`src/rtl/gpio_bank_pkg.sv`:
```
package gpio_bank_pkg;

    localparam int ADDR_W = 4;

    typedef enum logic [ADDR_W-1:0] {
        A_REV      = 4'd0,
        A_CTRL     = 4'd1,
        A_DIR      = 4'd2,
        A_DOUT     = 4'd3,
        A_DOUT_SET = 4'd4,
        A_DOUT_CLR = 4'd5,
        A_DIN      = 4'd6,
        A_DET_LO   = 4'd7,
        A_DET_HI   = 4'd8,
        A_DET_RISE = 4'd9,
        A_DET_FALL = 4'd10,
        A_STATUS   = 4'd11,
        A_IEN      = 4'd12,
        A_IEN_SET  = 4'd13,
        A_IEN_CLR  = 4'd14,
        A_WAKE_EN  = 4'd15
    } reg_addr_e;

    typedef enum logic {
        MOD_RUN   = 1'b0,
        MOD_GATED = 1'b1
    } mod_state_e;

endpackage

```
`src/rtl/gpio_sync.sv`:
```
module gpio_sync #(
    parameter int W      = 32,
    parameter int STAGES = 2
) (
    input  logic         clk,
    input  logic         rst_n,
    input  logic [W-1:0] d,
    output logic [W-1:0] q
);

    logic [W-1:0] stage_q [STAGES];

    for (genvar s = 0; s < STAGES; s++) begin : g_stage
        if (s == 0) begin : g_first
            always_ff @(posedge clk or negedge rst_n) begin
                if (!rst_n) stage_q[0] <= '0;
                else        stage_q[0] <= d;
            end
        end else begin : g_next
            always_ff @(posedge clk or negedge rst_n) begin
                if (!rst_n) stage_q[s] <= '0;
                else        stage_q[s] <= stage_q[s-1];
            end
        end
    end

    assign q = stage_q[STAGES-1];

endmodule

```
`src/rtl/gpio_detect.sv`:
```
module gpio_detect #(
    parameter int W = 32
) (
    input  logic         clk,
    input  logic         rst_n,
    input  logic         en,
    input  logic [W-1:0] level,
    input  logic [W-1:0] det_lo,
    input  logic [W-1:0] det_hi,
    input  logic [W-1:0] det_rise,
    input  logic [W-1:0] det_fall,
    output logic [W-1:0] hit,
    output logic [W-1:0] edge_hit,
    output logic [W-1:0] prev
);

    logic [W-1:0] prev_q;
    logic [W-1:0] rise_w;
    logic [W-1:0] fall_w;
    logic [W-1:0] lvl_w;

    // History keeps running while gated so ungating never shows a stale edge.
    always_ff @(posedge clk or negedge rst_n) begin
        if (!rst_n) prev_q <= '0;
        else        prev_q <= level;
    end

    always_comb begin
        rise_w   = level & ~prev_q;
        fall_w   = ~level & prev_q;
        lvl_w    = (~level & det_lo) | (level & det_hi);
        edge_hit = en ? ((rise_w & det_rise) | (fall_w & det_fall)) : '0;
        hit      = edge_hit | (en ? lvl_w : '0);
    end

    assign prev = prev_q;

endmodule

```
`src/rtl/gpio_ctrl_fsm.sv`:
```
module gpio_ctrl_fsm
    import gpio_bank_pkg::*;
(
    input  logic clk,
    input  logic rst_n,
    input  logic ctrl_wr,
    input  logic gate_req,
    output logic gated
);

    mod_state_e state_q, state_d;

    always_ff @(posedge clk or negedge rst_n) begin
        if (!rst_n) state_q <= MOD_RUN;
        else        state_q <= state_d;
    end

    always_comb begin
        state_d = state_q;
        unique case (state_q)
            MOD_RUN:   if (ctrl_wr && gate_req)  state_d = MOD_GATED;
            MOD_GATED: if (ctrl_wr && !gate_req) state_d = MOD_RUN;
        endcase
    end

    always_comb begin
        gated = (state_q == MOD_GATED);
    end

endmodule

```
`src/rtl/gpio_bank.sv`:
```
module gpio_bank
    import gpio_bank_pkg::*;
#(
    parameter int         NPINS       = 32,
    parameter int         SYNC_STAGES = 2,
    parameter logic [3:0] REV_MAJOR   = 4'd2,
    parameter logic [3:0] REV_MINOR   = 4'd1
) (
    input  logic              clk,
    input  logic              rst_n,
    input  logic              bus_sel,
    input  logic              bus_wr,
    input  logic [ADDR_W-1:0] bus_addr,
    input  logic [NPINS-1:0]  bus_wdata,
    output logic [NPINS-1:0]  bus_rdata,
    input  logic [NPINS-1:0]  pin_in,
    output logic [NPINS-1:0]  pin_out,
    output logic [NPINS-1:0]  pin_oe,
    output logic              irq,
    output logic              wake
);

    localparam int PAD_REV  = NPINS - 8;
    localparam int PAD_CTRL = NPINS - 1;

    reg_addr_e        addr_e;
    logic             wr_en, rd_en;
    logic [NPINS-1:0] dir_q, dout_q, ien_q, wake_en_q, status_q;
    logic [NPINS-1:0] det_lo_q, det_hi_q, det_rise_q, det_fall_q;
    logic [NPINS-1:0] pin_sync, pin_prev, hit, edge_hit;
    logic [NPINS-1:0] status_clr, rd_mux, rdata_q;
    logic             gated, wake_q;

    assign addr_e = reg_addr_e'(bus_addr);
    assign wr_en  = bus_sel & bus_wr;
    assign rd_en  = bus_sel & ~bus_wr;

    gpio_sync #(.W(NPINS), .STAGES(SYNC_STAGES)) u_sync (
        .clk(clk), .rst_n(rst_n), .d(pin_in), .q(pin_sync)
    );

    gpio_detect #(.W(NPINS)) u_det (
        .clk(clk), .rst_n(rst_n), .en(~gated), .level(pin_sync),
        .det_lo(det_lo_q), .det_hi(det_hi_q),
        .det_rise(det_rise_q), .det_fall(det_fall_q),
        .hit(hit), .edge_hit(edge_hit), .prev(pin_prev)
    );

    gpio_ctrl_fsm u_fsm (
        .clk(clk), .rst_n(rst_n),
        .ctrl_wr(wr_en && addr_e == A_CTRL),
        .gate_req(bus_wdata[0]),
        .gated(gated)
    );

    // Configuration words.
    always_ff @(posedge clk or negedge rst_n) begin
        if (!rst_n) begin
            dir_q      <= '1;
            dout_q     <= '0;
            ien_q      <= '0;
            wake_en_q  <= '0;
            det_lo_q   <= '0;
            det_hi_q   <= '0;
            det_rise_q <= '0;
            det_fall_q <= '0;
        end else if (wr_en) begin
            case (addr_e)
                A_DIR:      dir_q      <= bus_wdata;
                A_DOUT:     dout_q     <= bus_wdata;
                A_DOUT_SET: dout_q     <= dout_q | bus_wdata;
                A_DOUT_CLR: dout_q     <= dout_q & ~bus_wdata;
                A_DET_LO:   det_lo_q   <= bus_wdata;
                A_DET_HI:   det_hi_q   <= bus_wdata;
                A_DET_RISE: det_rise_q <= bus_wdata;
                A_DET_FALL: det_fall_q <= bus_wdata;
                A_IEN:      ien_q      <= bus_wdata;
                A_IEN_SET:  ien_q      <= ien_q | bus_wdata;
                A_IEN_CLR:  ien_q      <= ien_q & ~bus_wdata;
                A_WAKE_EN:  wake_en_q  <= bus_wdata;
                default: ;
            endcase
        end
    end

    // Sticky status: a fresh event outranks a write-one-to-clear.
    assign status_clr = (wr_en && addr_e == A_STATUS) ? bus_wdata : '0;

    always_ff @(posedge clk or negedge rst_n) begin
        if (!rst_n) begin
            status_q <= '0;
            wake_q   <= 1'b0;
        end else begin
            status_q <= (status_q & ~status_clr) | hit;
            wake_q   <= |(edge_hit & wake_en_q);
        end
    end

    always_comb begin
        case (addr_e)
            A_REV:      rd_mux = {{PAD_REV{1'b0}}, REV_MAJOR, REV_MINOR};
            A_CTRL:     rd_mux = {{PAD_CTRL{1'b0}}, gated};
            A_DIR:      rd_mux = dir_q;
            A_DOUT:     rd_mux = dout_q;
            A_DIN:      rd_mux = pin_sync;
            A_DET_LO:   rd_mux = det_lo_q;
            A_DET_HI:   rd_mux = det_hi_q;
            A_DET_RISE: rd_mux = det_rise_q;
            A_DET_FALL: rd_mux = det_fall_q;
            A_STATUS:   rd_mux = status_q;
            A_IEN:      rd_mux = ien_q;
            A_WAKE_EN:  rd_mux = wake_en_q;
            default:    rd_mux = '0;
        endcase
    end

    always_ff @(posedge clk or negedge rst_n) begin
        if (!rst_n)     rdata_q <= '0;
        else if (rd_en) rdata_q <= rd_mux;
    end

    assign bus_rdata = rdata_q;
    assign pin_out   = dout_q;
    assign pin_oe    = ~dir_q;
    assign irq       = |(status_q & ien_q);
    assign wake      = wake_q;

endmodule

```
`config.mk`:
```
export PLATFORM = sky130hd
export DESIGN_NAME = gpio_bank
export DESIGN_NICKNAME = d
export VERILOG_FILES = /design/src/rtl/gpio_bank_pkg.sv /design/src/rtl/gpio_sync.sv /design/src/rtl/gpio_detect.sv /design/src/rtl/gpio_ctrl_fsm.sv /design/src/rtl/gpio_bank.sv
export SDC_FILE = /design/constraint.sdc
export NUM_CORES = 1
export LEC_CHECK = 0
export BUFFER_PORTS_ARGS = -buffer_cell sky130_fd_sc_hd__clkbuf_2
export CAP_MARGIN = 15
export CELL_PAD_IN_SITES_DETAIL_PLACEMENT = 1
export CELL_PAD_IN_SITES_GLOBAL_PLACEMENT = 2
export CORE_UTILIZATION = 40
export DETAILED_ROUTE_END_ITERATION = 6
export PLACE_DENSITY_LB_ADDON = 0.3
export SYNTH_ARGS = -nofsm -noshare
export SYNTH_HDL_FRONTEND = slang
export SYNTH_SLANG_ARGS = --single-unit
```
`constraint.sdc`:
```
create_clock -name clk -period 1.75 [get_ports clk]
set_input_delay 0.0875 -clock clk [delete_from_list [all_inputs] [get_ports clk]]
set_output_delay 0.0875 -clock clk [all_outputs]
set_load 0.02 [all_outputs]
```
==> impl_metrics.csv <==
group,metric,value,unit
yosys,synth.mux.area_fraction,9.86,%
sta,worst_slack,-0.518,ns
power_and_ir_drop,switching_share,29.3,%
route,via_per_inst,5.92,
yosys,synth_compound_area_share,19.3,%
worst_setup_path,start_kind,"register",
sta,finalCriticalPeriod,2.27,ns
worst_setup_path,endpoint,"irq",
worst_setup_path,reg2reg_from,"u_det.prev[30]",
yosys,synth-edff-count,0,
placed_design,dp_hpwl,44.3,mm
worst_setup_path,crit_type,"reg -> out",
layout,seq_area,10500,um2
layout,nets,1975,
layout,area_growth,28.0,%
power_and_ir_drop,clockPowerShare,35.9,%
worst_setup_path,r2r_slack,0,ns
yosys,synthCells,1560,
sta,slew_headroom,64.3,%
worst_setup_path,r2r_cells,6,
route,vias,15000,
yosys,syn-cell-area,18400,um2
yosys,synth_fa_ha_area_share,0,%
route,wl_per_cell,26.3,um
power_and_ir_drop,peakVddDrop,0.679,mV
sta,fin_skew,0.00816,ns
worst_setup_path,worstPathRequired,1.66,ns
route,detail-route-antenna-nets,0,
yosys,synth.avg_cell_area,11.8,um2
sta,worstMarginPinSlew,0.535,ns
placed_design,portBuffers,169,
yosys,synth-seq-cells,418,
clock_tree,clockRootBuffer,"clkbuf_16",
route,drc,0,
grt,grt_pass1_wl,103,mm
route,wl_met1,29.0,mm
yosys,synth_top_family_by_area,"compound AO/OA/AOI/OAI gates",
sta,period_share,130,%
power_and_ir_drop,switchingPower,8.09,mW
power_and_ir_drop,p_seq_share,45.9,%
sta,fmax,441,MHz
worst_setup_path,cp-end-kind,"primary output",
layout,drive_gt1_share,33.0,%
clock_tree,clockBufferDepth,3,
run_status,violations,"setup timing",
clock_tree,cts.clk_slew.worst_paths,0.06,ns
clock_tree,cts_made_buffers,47,
placed_design,dp_cells,2382,
floorplan,die_y,216,um
grt,grt_pass1_vias,16100,
grt,antenna_found_initial,0,
power_and_ir_drop,power_leakage,10.4,nW
route,dr_wl_met2,32.1,mm
route,wl_met3,3.47,mm
sta,finalSetupViolCount,2,
route,drtIter0Drc,1061,
clock_tree,worstSkewPairLatency,0.58,ns
sta,hold_ws,0.0683,ns
worst_setup_path,r2r-end,"wake",
yosys,synth_seq_area_share,57.1,%
yosys,synth-xor-area-share,0.0477,%
power_and_ir_drop,comb_power_share,18.2,%
route,routed_wl,66.7,mm
floorplan,core-area,45400,um2
sta,rsz0062_at_grt,"true",
yosys,synth_cell_type_count,52,
layout,final-instance-count-excl-fill,2540,
grt,track_usage,29.2,%
yosys,ys.flop_type,"dfrtp_1",
worst_setup_path,startpoint,"status_q[29]",
sta,hold_viol,0,
floorplan,fp.dieArea,46800,um2
worst_hold_path,worstHoldPathType,"in -> async",
yosys,synth_simple_gate_area_share,8.78,%
floorplan,die_x,216,um
clock_tree,cts_tree,"built",
power_and_ir_drop,power.density,1170,nW/um2
power_and_ir_drop,p_int,19.5,mW
worst_setup_path,cp.arrival,2.18,ns
floorplan,rows,78,
clock_tree,cts_sinks,418,
route,highest_layer,"met4",
grt,grt-ovfl-total,0,
floorplan,ios,170,
job,max_cap_viol_count,0,
placed_design,place_ws,-0.243,ns
grt,grt_max_degree,60,
route,drt_pass1_iterations,5,
run_status,status,"finished, violations left",
layout,multi_input_area,7150,um2
yosys,async_reset_ff_share,100,%
clock_tree,htreeDepth,2,
worst_setup_path,critical_path.max_fanout,3,
power_and_ir_drop,power,27.6,mW
layout,fillers,4741,
yosys,synth_warnings,0,
placed_design,gp_congestion,0.863,
layout,diodes,0,
floorplan,start_util,40.5,%
sta,finalMaxSlewViolations,0,
yosys,syn_nets,1632,
sta,fin_setup_tns,-0.522,ns
repair_timing:
action	4_1_cts	5_1_grt
buffers inserted	7	0
pin swaps	9	4
hold buffers	65	0
setup endpoints to repair	2	2
resized for setup	18	15
hold endpoints to repair	707	0
kinds of logic (layout without fill, tap and decap cells):
group,after synthesis,after routing
AO/OA/AOI/OAI,485,485
XOR/XNOR,1,1
buffers and inverters,196,576
flip-flops,418,418
multiplexers,161,161
AND/OR/NAND/NOR,299,299
power groups by stage:
stage | registers, mW | logic (mW) | clock network, mW
3_5_place_dp | 12.8 | 4.83 | 0
5_1_grt | 12.8 | 5.46 | 10.5
2_1_floorplan | 12.6 | 2.37 | 0
6_report | 12.7 | 5.03 | 9.89
4_1_cts | 12.6 | 5.02 | 10.1
3_3_place_gp | 12.7 | 4.68 | 0
final cells by class:
class | instances | share of cell area (%)
Sequential cell | 418 | 44.6
Multi-Input combinational cell | 946 | 30.4
Timing Repair Buffer | 425 | 14.2
Clock buffer | 79 | 6.16
Tap cell | 600 | 3.19
Inverter | 65 | 1.04
Clock inverter | 7 | 0.388
registers in the layout (all words and copies together), names as in the netlist, 32 cells and up, named ones only:
signal and cells:
det_rise_q 32, det_fall_q 32, u_sync.q 32, bus_rdata 32, u_det.prev 32, pin_out 32, u_sync.stage_q 32, det_hi_q 32
status_q 32, dir_q 32, det_lo_q 32, wake_en_q 32, ien_q 32
cell usage after synthesis, types with 4 or more instances:
library cell | instances | area (um2)
a221oi_1 | 32 | 280
o21ai_1 | 44 | 220
nand4b_1 | 4 | 35.0
nand2b_1 | 23 | 144
nand3b_1 | 39 | 293
dfrtp_1 | 386 | 9660
clkbuf_1 | 64 | 240
a22oi_1 | 106 | 796
a32o_1 | 5 | 50.1
nor2_1 | 6 | 22.5
a21oi_1 | 16 | 80.1
a211oi_1 | 26 | 195
nand2_1 | 129 | 484
a21boi_0 | 8 | 60.1
mux2_2 | 142 | 1600
a211o_1 | 5 | 43.8
a221oi_2 | 6 | 90.1
inv_1 | 65 | 244
nand4_1 | 35 | 219
a21o_1 | 6 | 45.0
o21ai_0 | 75 | 375
dfstp_2 | 32 | 841
buf_2 | 48 | 240
nand3_1 | 36 | 180
buf_6 | 8 | 90.1
a31oi_1 | 25 | 156
a22o_1 | 120 | 1050
buf_4 | 10 | 75.1
mux2_1 | 18 | 203
nor2b_1 | 10 | 62.6
how the worst min path moves through the flow:
stage | start | to | slack [ns] | cells after the start
final | rst_n | u_sync.stage_q[36] | 0.07 | 2
after floorplan | rst_n | async pin | -0.21 | 0
after global routing | bus_addr[1] | register | 0.08 | 3
after global placement | rst_n | u_sync.q[4] | 0.06 | 1
after CTS | rst_n | u_sync.stage_q[36] | 0.06 | 2
after detailed placement | rst_n | u_sync.stage_q[36] | 0.07 | 1
critical path, stage by stage (launching register included):
cell and delay, ns:
dfrtp_1 0.45, a22oi_1 0.29, nand4_1 0.14, or4_4 0.57, buf_8 0.16
stage by stage:
step | utilization (%) | area [um2]
after CTS | 51.7 | 23500
after global placement | 46.7 | 21200
after floorplan | - | 18400
after detailed placement | 46.7 | 21200
final | 51.8 | 23500
after global routing | 51.8 | 23500
layout by cell type (no fill, tap or decap), types with 14 or more instances in the layout:
master         count
a21oi_1           14
dfrtp_1          384
dfstp_2           32
nand2_1          129
a221oi_1          30
a22oi_1          105
clkbuf_2         167
a31oi_1           25
a211oi_1          26
dlygate4sd3_1     65
nand3b_1          39
o21ai_0           70
clkbuf_16         49
buf_12            31
nand2b_1          22
buf_4            160
inv_1             65
a22o_1           120
nand3_1           36
mux2_1            18
o21ai_1           47
mux2_2           142
nand4_1           35
clkbuf_1          19
layer usage:
layer  vias up  track usage [%]
met4         0             10.9
met1      7917             39.5
met3       131             4.21
met2       472             47.5
li1       6511                -
met5         -                0
(Power assumes the default switching activity.)
